**src/rtl/mem_stream_reader.sv**
```systemverilog
module mem_stream_reader #(
  parameter int AW      = 20,
  parameter int DW      = 32,
  parameter int LW      = 16,
  parameter int DEPTH   = 4,
  parameter int INDEX   = 0,
  parameter bit PERSIST = 1'b0
) (
  input  logic          clk,
  input  logic          rst_n,
  input  logic          reg_wr,
  input  logic [15:0]   reg_addr,
  input  logic [31:0]   reg_wdata,
  output logic [31:0]   reg_rdata,
  output logic          mem_req,
  input  logic          mem_ack,
  output logic [AW-1:0] mem_addr,
  output logic [DW-1:0] mem_wdata,
  input  logic          mem_rvalid,
  input  logic [DW-1:0] mem_rdata,
  output logic          st_valid,
  input  logic          st_ready,
  output logic [DW-1:0] st_data,
  output logic          st_last
);
  localparam logic [15:0] BASE = 16'(16'h5000 + INDEX * 16'h0200);
  localparam int PW = (DEPTH > 1) ? $clog2(DEPTH) : 1;
  localparam int CW = $clog2(DEPTH + 1);

  logic [AW-1:0] addr_q, run_addr;
  logic [LW-1:0] len_q, run_len, issued, done_cnt;
  logic          active, ran;
  logic [DW-1:0] buf_q [DEPTH];
  logic [PW-1:0] wr_ptr, rd_ptr;
  logic [CW-1:0] cnt, pend;

  wire       hit    = reg_addr[15:9] == BASE[15:9] && reg_addr[8:4] == 5'd0 && reg_addr[1:0] == 2'd0;
  wire [1:0] offs   = reg_addr[3:2];
  wire       wr_hit = reg_wr && hit;
  wire       go     = wr_hit && offs == 2'd0 && reg_wdata[0] && !active;
  wire       acc    = mem_req && mem_ack;
  wire       pop    = st_valid && st_ready;
  wire       fin    = pop && done_cnt == run_len - LW'(1);

  assign mem_req   = active && issued != run_len && ({1'b0, pend} + {1'b0, cnt}) < (CW+1)'(DEPTH);
  assign mem_addr  = run_addr;
  assign mem_wdata = '0;
  assign st_valid  = cnt != '0;
  assign st_data   = buf_q[rd_ptr];
  assign st_last   = st_valid && done_cnt == run_len - LW'(1);

  always_comb begin
    reg_rdata = '0;
    if (hit) begin
      case (offs)
        2'd0: reg_rdata = {29'd0, ran && !active, active, 1'b0};
        2'd1: reg_rdata = 32'(addr_q);
        2'd2: reg_rdata = 32'(len_q);
        default: reg_rdata = 32'(done_cnt);
      endcase
    end
  end

  always_ff @(posedge clk) begin
    if (!rst_n) begin
      addr_q   <= '0;
      len_q    <= '0;
      run_addr <= '0;
      run_len  <= '0;
      issued   <= '0;
      done_cnt <= '0;
      active   <= 1'b0;
      ran      <= 1'b0;
    end else begin
      if (wr_hit && offs == 2'd1) addr_q <= AW'(reg_wdata);
      if (wr_hit && offs == 2'd2) len_q  <= LW'(reg_wdata);
      if (go) begin
        run_addr <= addr_q;
        run_len  <= len_q;
        issued   <= '0;
        done_cnt <= '0;
        active   <= len_q != '0;
        ran      <= 1'b1;
        if (!PERSIST) begin
          addr_q <= '0;
          len_q  <= '0;
        end
      end else if (active) begin
        if (acc) begin
          run_addr <= run_addr + AW'(1);
          issued   <= issued + LW'(1);
        end
        if (pop) done_cnt <= done_cnt + LW'(1);
        if (fin) active <= 1'b0;
      end
    end
  end

  always_ff @(posedge clk) begin
    if (!rst_n) begin
      wr_ptr <= '0;
      rd_ptr <= '0;
      cnt    <= '0;
      pend   <= '0;
    end else begin
      pend <= pend + CW'(acc) - CW'(mem_rvalid);
      cnt  <= cnt + CW'(mem_rvalid) - CW'(pop);
      if (mem_rvalid) wr_ptr <= (wr_ptr == PW'(DEPTH - 1)) ? '0 : wr_ptr + PW'(1);
      if (pop)        rd_ptr <= (rd_ptr == PW'(DEPTH - 1)) ? '0 : rd_ptr + PW'(1);
    end
  end

  always_ff @(posedge clk) begin
    if (mem_rvalid) buf_q[wr_ptr] <= mem_rdata;
  end
endmodule

```
**config.mk**
```make
export PLATFORM = sky130hd
export DESIGN_NAME = mem_stream_reader
export DESIGN_NICKNAME = d
export VERILOG_FILES = /design/src/rtl/mem_stream_reader.sv
export SDC_FILE = /design/constraint.sdc
export NUM_CORES = 1
export LEC_CHECK = 0
export BUFFER_PORTS_ARGS = -buffer_cell sky130_fd_sc_hd__buf_2
export CAP_MARGIN = 20
export CORE_MARGIN = 2
export CORE_UTILIZATION = 29
export CTS_CLUSTER_SIZE = 14
export DETAILED_ROUTE_END_ITERATION = 10
export GPL_ROUTABILITY_DRIVEN = 1
export GPL_TIMING_DRIVEN = 0
export PLACE_DENSITY = 0.44
export SYNTH_ARGS = -nofsm -noshare
export SYNTH_HDL_FRONTEND = slang
export SYNTH_SLANG_ARGS = --single-unit
```
**constraint.sdc**
```tcl
create_clock -name clk -period 4.65 [get_ports clk]
set_clock_uncertainty 0.1 [all_clocks]
set_input_delay 0.2325 -clock clk [delete_from_list [all_inputs] [get_ports clk]]
set_output_delay 0.2325 -clock clk [all_outputs]
set_load 0.03 [all_outputs]
```
# ---- Word level (Yosys, flattened, before mapping)
# Memories as Yosys holds them, arrays and structs flattened. A register that Yosys moved wholly into a read port is not among the register bits.
# Index checks and enable logic that the tools add are counted.
dict set report word_totals {
  regBits 116
  latch_bits 0
  ram_bits 128
  mem_bits_ro 0
  output_inout_bits 119
  memories 1
}
dict set report classes {
  add_sub_neg 11
  multipliers 0
  n_div 0
  magnitude_cmp 1
  eq_ne 7
  shift 0
  mux 14
  bitwise_logic 1
  reduce_logical 27
}
# name depth width read_ports rd_clocked_by_memory_dff wr line
set mem_list {}
lappend mem_list {buf_q 4 32 1 1 1 33} ;# logic [DW-1:0] buf_q [DEPTH];
# operator count
set ops {}
lappend ops {{$mux W20} 4}
lappend ops {{$pmux W20 S3} 1}
lappend ops {{$add A16 B1 Y16 const B} 2}
lappend ops {{$add A20 B1 Y20 const B} 1}
lappend ops {{$eq A16 B16 Y1} 1}
lappend ops {{$ne A16 B16 Y1} 1}
lappend ops {{$reduce_bool A16 Y1} 1}
lappend ops {{$sub A16 B1 Y16 const B} 1}
lappend ops {{$logic_and A1 B1 Y1} 15}
lappend ops {{$mux W2} 4}
lappend ops {{$eq A7 B6 Y1 const B} 1}
lappend ops {{$add A3 B1 Y3} 2}
lappend ops {{$eq A2 B2 Y1 const B} 3}
lappend ops {{$reduce_and A2 Y1} 3}
lappend ops {{$sub A3 B1 Y3} 2}
lappend ops {{$logic_not A5 Y1} 1}
lappend ops {{$mux W1} 5}
lappend ops {{$add A2 B1 Y2 const B} 2}
lappend ops {{$add A3 B3 Y4} 1}
lappend ops {{$logic_not A2 Y1} 2}
lappend ops {{$lt A4 B3 Y1 const B} 1}
lappend ops {{$reduce_bool A2 Y1} 2}
lappend ops {{$reduce_bool A3 Y1} 1}
lappend ops {{$eq A2 B1 Y1 const B} 1}
lappend ops {{3 further kinds} 3}

# ---- Longest topological paths before layout
dict set report logic_depth {
  word_depth 9
  mapped_depth 16
}

# ---- Least setup slack after synthesis
# No wires, ideal clock.
dict set report synth_timing {
  kind {register -> register}
  start {register cnt[2]}
  end {register pend[2]}
  arrival_ns 3.083
  required_time_ns 4.422
  path_slack_ns 1.339
  stages_incl_launch_ff 15
  n_path_buf 2
  synth_period_minus_slack_ns 3.311
  cell_sequence {dfxtp_1 -> ha_1 -> nor4b_1 -> nand2_1 -> nor3_4 -> inv_2 -> buf_2 -> clkbuf_1 -> ha_1 -> inv_1 -> ha_1 -> fa_1 -> xnor2_1 -> xnor2_1 -> nor2_1}
}
dict set report synth_between {
  elab_chain_cells 6
}
# item line
set synth_rtl {}
lappend synth_rtl {{start, declared} 35} ;# logic [CW-1:0] cnt, pend;
lappend synth_rtl {{start signal, assigned} 107} ;# cnt <= cnt + CW'(mem_rvalid) - CW'(pop);
lappend synth_rtl {{$add A3 B3 Y4} 45} ;# assign mem_req = active && issued != run_len && ({1'b0, pend} + {1'b0, cnt}) < (CW+1)'(DEPTH);
lappend synth_rtl {{$lt A4 B3 Y1} 45}
lappend synth_rtl {{$logic_and A1 B1 Y1} 45}
lappend synth_rtl {{$logic_and A1 B1 Y1} 41} ;# wire acc = mem_req && mem_ack;
lappend synth_rtl {{$add A3 B1 Y3} 106} ;# pend <= pend + CW'(acc) - CW'(mem_rvalid);
lappend synth_rtl {{$sub A3 B1 Y3} 106}
lappend synth_rtl {{end signal, assigned} 106}
lappend synth_rtl {{end, declared} 35}
# Every way passes these cells.
# A chain may end at the register's enable or synchronous reset.

# ---- Worst setup path in the final report
# Same ends and word-level chain as after synthesis.

==> metrics <==
Crit Path Class flop to flop; Routed Antenna Nets 0; peak supply drop ~270 uV; synthesized area per cell roughly 11 um2; CTS tree built; CP endpoint kind flop; Port Buf Inserts 148; Tmin final slightly below 4000 ps; Die X 203 um; mux contribution to synthesized area just over 9%; period utilisation layout ~85%; Skew-Pair Late Insertion Delay roughly 560 ps; Worst Path Buf+Inv 4; post-synth cell types 64; GP Congestion 0.785; RSZ-0062 raised after global routing false; Static Leak ~0.0055 uW; Initial Util between 20% and 30%; CTS buffer count 28; Fmax achieved roughly 0.25 GHz; share of post-route cells with drive strength above 1 between 20% and 30%; Syn Inst Count 1040; first-pass GRT wire length approximately 50000 um; Rel. slew slack 38.5%; DRC 0; Cell Rows just over 70; H-tree levels 1; Slew Limit Fails 0; CP max stage cell nor3_4; Die Y 203 um; critical path fanouts, max 10; DR WL/cell 17.6 um; worst min-delay path category primary input to flop; largest family of logic cells by synthesized area simple AND/OR/NAND/NOR gates; Ports between 200 and 250; register area share after synthesis 54.2%; DRT Pass-1 Iters 5; Compound-Gate Fraction of Synth Area 7.66%; Startpoint Class flop; flops & latches, synth ~250; fraction of the mapped netlist area in adder cells between 1.5 and 2%; CP peak stage delay a little over 500 ps; clk sinks 246; final setup vio count 0; via-per-instance ratio roughly 4.7; Post-Place Cells ~1800; Post-Layout Cell Count 1857; deepest clock path buffer count 3; measured slew at the worst slew-check pin 923 ps; Syn Std Cell Area ~11000 um2; Async S/R FF share, synth 0%; XOR/XNOR Fraction of Synth Area around 4.5%; outcome finished clean; CP Cell Sequence ha_1 > nor4b_1 > nand2_1 > nor3_4 > inv_2 > buf_2 > clkbuf_1 > ha_1 > inv_1 > ha_1 > fa_1 > xnor2_1 > xnor2_1 > nor2_1; MaxCap Viol Count 0; core footprint ~39000 um2; GRT Residual Overflow 0; largest net degree at the start of global routing 24; initial antenna violation count 0; Post-CTS Setup Bufs 0; vias in the first global route ~8400; CP arrival 4300 ps; die area slightly above 40000 um2; final hold violation count 0; Top FF cell, synth edfxtp_1; Vias roughly 8700; total negative slack 0 ps; antenna fix cells 0; post-synthesis simple-gate area fraction between 15 and 20%; hpwl dp approximately 24000 um; Worst path most repeated cell ha_1; most used cells in the layout excluding fill and tap cells 158 x buf_2, 152 x nand2_1, 128 x edfxtp_1; commonest non-fill, non-tap cell in the layout buf_2; Root Driver clkbuf_16; synthesis-to-layout area growth 26.7%; Yosys warning count 0; number of DRC markers in iteration 0 499; Critical Path RT 4980 ps; PwrDens around 370 nW/um2; EDFF count, synth 128; gr usage total 15.6%; CP top delay family simple AND/OR/NAND/NOR gates; Final #Nets around 1400; final wirelength roughly 33000 um; CTS clk-pin slew, worst paths roughly 60 ps; Layout fillers a little under 4000; fin util between 30 and 40%
layout make-up:
type,count,area (um2),area share [%]
clock inverters,12,113,0.776
plain buffers,101,567,3.90
clock buffers,36,731,5.03
multi-input cells,710,4750,32.7
repair buffers,208,1400,9.67
flip-flops and latches,246,6210,42.7
inverters,26,97.6,0.672
well taps,518,648,4.46
metrics by stage:
step                      setup slack [ps]  instance area [um2]  power (uW)  hold slack (ps)
after floorplan                       1340                11600        3040              231
after global placement                 628                13000        3270              354
after detailed placement               631                13100        3290              356
after CTS                              607                14500        5390             74.1
after global routing                   238                14500        5540              132
final                                  675                14500        5320              101
cells in the mapped netlist, types with 3 or more instances:
library cell | n | area share, %
a21oi_1 | 69 | 3.0
nor2_1 | 76 | 2.5
o21ai_0 | 6 | 0.26
inv_1 | 24 | 0.79
buf_1 | 10 | 0.33
mux2_2 | 17 | 1.7
a31oi_1 | 4 | 0.22
ha_1 | 15 | 1.6
nand2_1 | 152 | 5.0
xor2_1 | 36 | 2.8
o22ai_1 | 5 | 0.27
a22oi_1 | 19 | 1.2
and4_1 | 6 | 0.46
buf_2 | 10 | 0.44
nor4b_1 | 4 | 0.31
nor4_1 | 20 | 1.1
nor2b_1 | 5 | 0.27
xnor2_1 | 23 | 1.8
and3_1 | 10 | 0.55
o31ai_1 | 10 | 0.66
and2_1 | 16 | 0.87
or4_1 | 11 | 0.72
a211oi_1 | 3 | 0.20
nor3b_1 | 6 | 0.39
dfxtp_1 | 118 | 21
mux2i_1 | 11 | 0.96
a311oi_1 | 5 | 0.38
nor3_1 | 15 | 0.66
or3_1 | 9 | 0.49
nand3_1 | 26 | 1.1
mux4_2 | 33 | 6.5
clkbuf_1 | 34 | 1.1
nand4_1 | 20 | 1.1
edfxtp_1 | 128 | 34
buf_4 | 44 | 2.9
state kept, by name (all words and copies together) (netlist names), named ones only:
register and count:
buf_q 128, addr_q 20, mem_addr 20, done_cnt 16, issued 16, len_q 16
run_len 16, cnt 3, pend 3, rd_ptr 2, wr_ptr 2, active 1
ran 1
where the power goes:
part	internal (uW)	total [uW]	leakage [uW]	switching [uW]
sequential	2360	2390	0.00213	31.0
combinational	343	868	0.00293	525
clock	1160	2060	0.000410	892
path summary, 6_finish.rpt:
path | slack (ps) | endpoint | cells after the start | startpoint
worst min-delay path | 100 | mem_addr[6] | 5 | reg_addr[3]
worst max register to register | 670 | pend[2] | 14 | cnt[2]
worst min register to register | 370 | ran | 2 | ran
worst max-delay path | 670 | pend[2] | 14 | cnt[2]
tightest hold or removal path, stage by stage:
cell and delay [ps]:
buf_2 100, or3b_2 140, nor3_1 100, nand3_1 100
nand2_1 50
per-layer routing:
layer,wire length [um],vias to the layer above,global-route usage [%]
li1,-,4267,-
met1,15100,4094,21.4
met2,14900,247,25.5
met3,1700,46,2.54
met4,869,0,4.35
met5,0,-,0
timing repair:
action / 4_1_cts / 5_1_grt
endpoints found under the hold margin: 171 / 0
gates resized for setup: 0 / 0
hold buffers: 56 / 0
kinds of logic after synthesis:
group,Yosys count
buf+inv,127
compound gates,139
mux,61
flops,246
fa+ha+maj,17
simple gates,390
xor+xnor,59
other cells,1
Note: power is estimated with default switching activity, not from simulation.
